[src/rtl/hbr_pkg.sv]
package hbr_pkg;

    localparam int WORD_W    = 32;
    localparam int NWIN      = 3;
    localparam int NREG      = 8;
    localparam int REG_IDX_W = $clog2(NREG);
    localparam int NIB_W     = 4;
    localparam int NIB_LSB   = WORD_W - NIB_W;

    typedef logic [WORD_W-1:0] word_t;

    // Register index = byte offset / 4
    typedef enum logic [REG_IDX_W-1:0] {
        RIX_WMAP0 = 3'd0,
        RIX_WMAP1 = 3'd1,
        RIX_WMAP2 = 3'd2,
        RIX_IDENT = 3'd3,
        RIX_FLAGS = 3'd4,
        RIX_SMAP0 = 3'd5,
        RIX_SMAP1 = 3'd6,
        RIX_SMAP2 = 3'd7
    } reg_idx_e;

    typedef struct packed {
        logic     hit;
        reg_idx_e idx;
    } reg_sel_t;

    typedef struct packed {
        word_t base;
        word_t span;
    } xlat_t;

    // Window size by variant and window number
    function automatic word_t win_size(input logic alt, input int unsigned w);
        word_t s;
        if (alt) begin
            case (w)
                0:       s = 32'h0100_0000;
                1:       s = 32'h0400_0000;
                default: s = 32'h0800_0000;
            endcase
        end else begin
            case (w)
                0:       s = 32'h0C00_0000;
                default: s = 32'h1000_0000;
            endcase
        end
        return s;
    endfunction

endpackage

[src/rtl/hbr_regfile.sv]
module hbr_regfile
    import hbr_pkg::*;
#(
    parameter int ADDR_W = 12
) (
    input  logic                     clk,
    input  logic                     rst,
    input  logic [ADDR_W-1:0]        reg_addr,
    input  word_t                    reg_wdata,
    input  logic                     reg_we,
    output word_t                    reg_rdata,
    output logic                     reg_err,
    output logic [NWIN-1:0][WORD_W-1:0] win_map
);

    localparam int IDX_LSB = 2;
    localparam int IDX_MSB = IDX_LSB + REG_IDX_W - 1;

    reg_sel_t sel;
    word_t    reg_q [NREG];

    // Whole-word decode: upper bits zero and low two bits zero
    always_comb begin
        sel.hit = (reg_addr[ADDR_W-1:IDX_MSB+1] == '0) &&
                  (reg_addr[IDX_LSB-1:0] == '0);
        sel.idx = reg_idx_e'(reg_addr[IDX_MSB:IDX_LSB]);
    end

    for (genvar g = 0; g < NREG; g++) begin : g_reg
        always_ff @(posedge clk) begin
            if (rst) begin
                reg_q[g] <= '0;
            end else if (reg_we && sel.hit && (sel.idx == reg_idx_e'(g))) begin
                reg_q[g] <= reg_wdata;
            end
        end
    end

    always_comb begin
        reg_rdata = sel.hit ? reg_q[sel.idx] : '0;
    end

    always_ff @(posedge clk) begin
        if (rst) begin
            reg_err <= 1'b0;
        end else begin
            reg_err <= reg_we && !sel.hit;
        end
    end

    for (genvar w = 0; w < NWIN; w++) begin : g_map
        assign win_map[w] = reg_q[int'(RIX_WMAP0) + w];
    end

endmodule

[src/rtl/hbr_win_xlat.sv]
module hbr_win_xlat
    import hbr_pkg::*;
#(
    parameter word_t SIZE_PRI = 32'h1000_0000,
    parameter word_t SIZE_ALT = 32'h0100_0000
) (
    input  logic  variant_alt,
    input  word_t map_val,
    input  word_t offset,
    output word_t dn_addr
);

    localparam word_t MASK_PRI = SIZE_PRI - 32'd1;
    localparam word_t MASK_ALT = SIZE_ALT - 32'd1;

    xlat_t x;

    always_comb begin
        if (variant_alt) begin
            x.base = map_val & ~MASK_ALT;
            x.span = offset & MASK_ALT;
        end else begin
            x.base = {map_val[NIB_W-1:0], {NIB_LSB{1'b0}}};
            x.span = offset & MASK_PRI;
        end
        dn_addr = x.base + x.span;
    end

endmodule

[src/rtl/hbr_ctrl_xlat.sv]
module hbr_ctrl_xlat
    import hbr_pkg::*;
#(
    parameter int ADDR_W = 12
) (
    input  logic                        clk,
    input  logic                        rst,
    input  logic                        variant_alt,
    input  logic [ADDR_W-1:0]           reg_addr,
    input  logic [WORD_W-1:0]           reg_wdata,
    input  logic                        reg_we,
    output logic [WORD_W-1:0]           reg_rdata,
    output logic                        reg_err,
    input  logic [NWIN-1:0][WORD_W-1:0] win_off,
    output logic [NWIN-1:0][WORD_W-1:0] win_addr
);

    logic [NWIN-1:0][WORD_W-1:0] win_map;

    hbr_regfile #(.ADDR_W(ADDR_W)) i_regs (
        .clk       (clk),
        .rst       (rst),
        .reg_addr  (reg_addr),
        .reg_wdata (reg_wdata),
        .reg_we    (reg_we),
        .reg_rdata (reg_rdata),
        .reg_err   (reg_err),
        .win_map   (win_map)
    );

    for (genvar w = 0; w < NWIN; w++) begin : g_win
        hbr_win_xlat #(
            .SIZE_PRI (win_size(1'b0, w)),
            .SIZE_ALT (win_size(1'b1, w))
        ) i_xlat (
            .variant_alt (variant_alt),
            .map_val     (win_map[w]),
            .offset      (win_off[w]),
            .dn_addr     (win_addr[w])
        );
    end

endmodule

[config.mk]
export PLATFORM = sky130hd
export DESIGN_NAME = hbr_ctrl_xlat
export DESIGN_NICKNAME = d
export VERILOG_FILES = /design/src/rtl/hbr_pkg.sv /design/src/rtl/hbr_regfile.sv /design/src/rtl/hbr_win_xlat.sv /design/src/rtl/hbr_ctrl_xlat.sv
export SDC_FILE = /design/constraint.sdc
export NUM_CORES = 1
export LEC_CHECK = 0
export ABC_AREA = 1
export BUFFER_PORTS_ARGS = -buffer_cell sky130_fd_sc_hd__clkbuf_2
export CORE_MARGIN = 10
export CORE_UTILIZATION = 25
export DETAILED_ROUTE_END_ITERATION = 12
export HOLD_SLACK_MARGIN = 0.06
export SLEW_MARGIN = 25
export SYNTH_ARGS = -nofsm -noshare
export SYNTH_HDL_FRONTEND = slang
export SYNTH_SLANG_ARGS = --single-unit
[constraint.sdc]
create_clock -name clk -period 2 [get_ports clk]
set_clock_uncertainty 0.05 [all_clocks]
set_input_delay 0.2 -clock clk [delete_from_list [all_inputs] [get_ports clk]]
set_output_delay 0.2 -clock clk [all_outputs]
set_load 0.1 [all_outputs]
==> impl_metrics.yaml <==
run_status:
  outcome: "complete, no violations"
setup_path:
  slowest_delay_ps: 370
  path_cells: "inv_4, nand2_2, nand2_2, nand2_1, nand2_1, nand2_1, nand2_2, nor2_4, buf_12"
  critPathLaunchType: "flip-flop"
  crit_family: "simple AND/OR/NAND/NOR gates"
  required_ps: 1750
  crit_slowest_cell: "edfxtp_1"
  path_buf_inv: 2
  cp_max_fo: 3
  critical_path_class: "reg2out"
  cp-end-kind: "output port"
  arrival_ps: 1730
finish:
  fill_cells: 5412
  area_delta_synth_final_pct: 25.3
  drive_above_1_share_pct: 16.4
  final_nets: 1833
detailed_routing:
  drt_iter0_drc: 797
  drc: 0
  wl_per_cell_um: 17.8
  vias: 10349
  dr.pass1.iters: 5
  wl_um: 42700
  viasPerCell: 4.32
  drtAntennaViolNets: 0
sta:
  hold_ws_ps: 60.0
  slew_headroom_pct: 61.1
  grt_setup_unrepaired: "yes"
  drv_slew: 0
  fin_crit_sh_pct: 98.8
  setup_tns_ps: 0
  layout_min_cycle_time_ps: 1980
  finalHoldViolCount: 0
  setup_slack_ps: 23.3
  tightest_slew_ps: 586
  setup_viol: 0
  fmax_mhz: 506
yosys:
  synthTopCellsByArea: "edfxtp_1 58%, nand2_1 14%, nor2_1 10%, inv_1 7.1%, buf_4 4.4%"
  synth_cell_types: 23
  ys_seq_area_share_pct: 57.8
  ys_ff_latch: 257
  synthCells: 1623
  yosysWarnings: 0
  synth_top_cell_area_share_pct: 57.6
  syn_area_sq_mm: 0.0133
  synth_top_area_cell: "edfxtp_1"
  avgSynthCellArea_sq_um: 8.22
clocking:
  cts_num_sinks: 257
  clockBufferDepth: 3
  root_buffer: "clkbuf_16"
  cts_tree: "done"
  cts_buffers: 26
  clk_pin_slew_ps: 60
  htreeDepth: 1
global_routing:
  grt_max_degree: 35
  grt_pass1_vias: 10253
  antenna_found_initial: 2
  grt_usage_pct: 13.2
  grt_pass1_wl_um: 63900
  grt_overflow_total: 0
min_path:
  holdPathStages: 3
  min_to: "i_regs.reg_q[5][12]"
  worstHoldPathType: "in2reg"
  hp-start: "reg_wdata[12]"
power_and_ir_drop:
  power.leakage_nw: 7.62
  pwr_density_cell_mw_per_mm2: 771
  vdd_drop_max_v: 0.000429
floorplan:
  core_area_sq_mm: 0.0527
  fp.dieArea_sq_mm: 0.0630
  die_w_um: 251
  die_h_um: 251
  io_pins: 273
  num_rows: 84
  initial_core_util_pct: 25.3
placed_design:
  dp_hpwl_um: 29100
  dp_slack_ps: -31.1
  gp_congestion: 0.796
  port_buffers: 105
flow_run:
  maxCapViolations: 0
what timing repair did:
action / CTS / global route
hold buffers: 13 / 0
gates resized for setup: 2 / 13
endpoints found under the setup margin: 2 / 17
setup buffers: 0 / 3
hold endpoints to repair: 82 / 0
pin swaps: 0 / 4
registers in the layout, summed over array words and instances (netlist names):
register,flops
i_regs.reg_err,1
i_regs.reg_q,256
synth_stat cells (all sizes together):
| cell | n |
|---|---|
| buf | 138 |
| inv | 258 |
| nand4 | 9 |
| xor2 | 5 |
| dfxtp | 1 |
| clkbuf | 13 |
| a21oi | 7 |
| edfxtp | 256 |
| ha | 2 |
| nor3 | 1 |
| nor2 | 375 |
| nand2 | 503 |
| conb | 1 |
| nand3 | 12 |
| o21ai | 42 |
how the worst max path moves through the flow:
stage | from | slack [ps] | to | depth (start not counted)
floorplan | variant_alt | -520 | win_addr[24] | 4
global placement | reg_addr[2] | -20 | reg_rdata[23] | 8
detailed placement | reg_addr[2] | -30 | i_regs.reg_q[6][8] | 7
CTS | i_regs.reg_q[0][27] | -20 | reg_rdata[27] | 9
global route | i_regs.reg_q[1][27] | -70 | reg_rdata[27] | 9
finish | i_regs.reg_q[0][27] | 20 | reg_rdata[27] | 9
cell type report:
cell class              count  area [sq um]  share of cell area (%)
clock inverters            17           180                    1.08
clock buffers              29           683                    4.09
multi-input cells         958          4090                    24.5
flip-flops and latches    257          7710                    46.1
well taps                 688           861                    5.15
inverters                 258           971                    5.81
repair buffers            186          2220                    13.3
diodes                      1          2.50                  0.0150
per-stage QoR:
step	std cells	total power, mW	utilization [%]	cell area, sq um
after global routing	2393	13.4	31.7	16700
after detailed placement	2331	7.97	29.8	15700
after floorplan	1624	8.04	-	13700
after global placement	2331	7.94	29.8	15700
final	2394	12.9	31.8	16700
after CTS	2390	13.0	31.7	16700
power by group:
part	switching, mW	internal [mW]
clock network	2.06	2.95
logic	1.11	0.513
registers	0.0738	6.17
total	3.25	9.64
metal layers:
metal	track usage [%]	share of wire [%]	vias to the layer above
met3	2.10	6.8	129
met4	6.30	4.5	2
met5	0	0.016	-
met2	22.7	49	353
met1	15.8	40	4911
li1	-	-	4954
cell families after synthesis:
logic type	after synthesis	synth area share [%]
and+or+nand+nor	900	25.7
buffers and inverters	409	14.1
adders and majority gates	2	0.188
DFF	257	57.8
AOI/OAI and AO/OA	49	1.84
xor gates and xnor gates	5	0.328
other	1	0.0281
cells in the final DEF (no fill, tap or decap), types with 2 or more instances in the layout:
| cell | Yosys | routed |
|---|---|---|
| dlygate4sd3_1 | 0 | 13 |
| clkbuf_2 | 1 | 53 |
| edfxtp_1 | 256 | 256 |
| bufinv_16 | 0 | 4 |
| conb_1 | 1 | 2 |
| xor2_2 | 0 | 5 |
| nand4_1 | 9 | 9 |
| nand2_1 | 502 | 489 |
| ha_2 | 0 | 2 |
| buf_12 | 0 | 74 |
| clkinv_1 | 0 | 6 |
| buf_4 | 78 | 45 |
| nand3_1 | 12 | 12 |
| o21ai_1 | 2 | 10 |
| nand2_2 | 1 | 14 |
| clkbuf_1 | 12 | 2 |
| inv_2 | 5 | 8 |
| a21oi_1 | 7 | 5 |
| o21ai_2 | 0 | 2 |
| clkbuf_16 | 0 | 27 |
| o21ai_0 | 40 | 30 |
| nor2_4 | 1 | 33 |
| clkinv_2 | 0 | 6 |
| inv_1 | 253 | 249 |
| nor2_2 | 1 | 2 |
| nor2_1 | 373 | 340 |
Note: power is estimated with default switching activity, not from simulation.
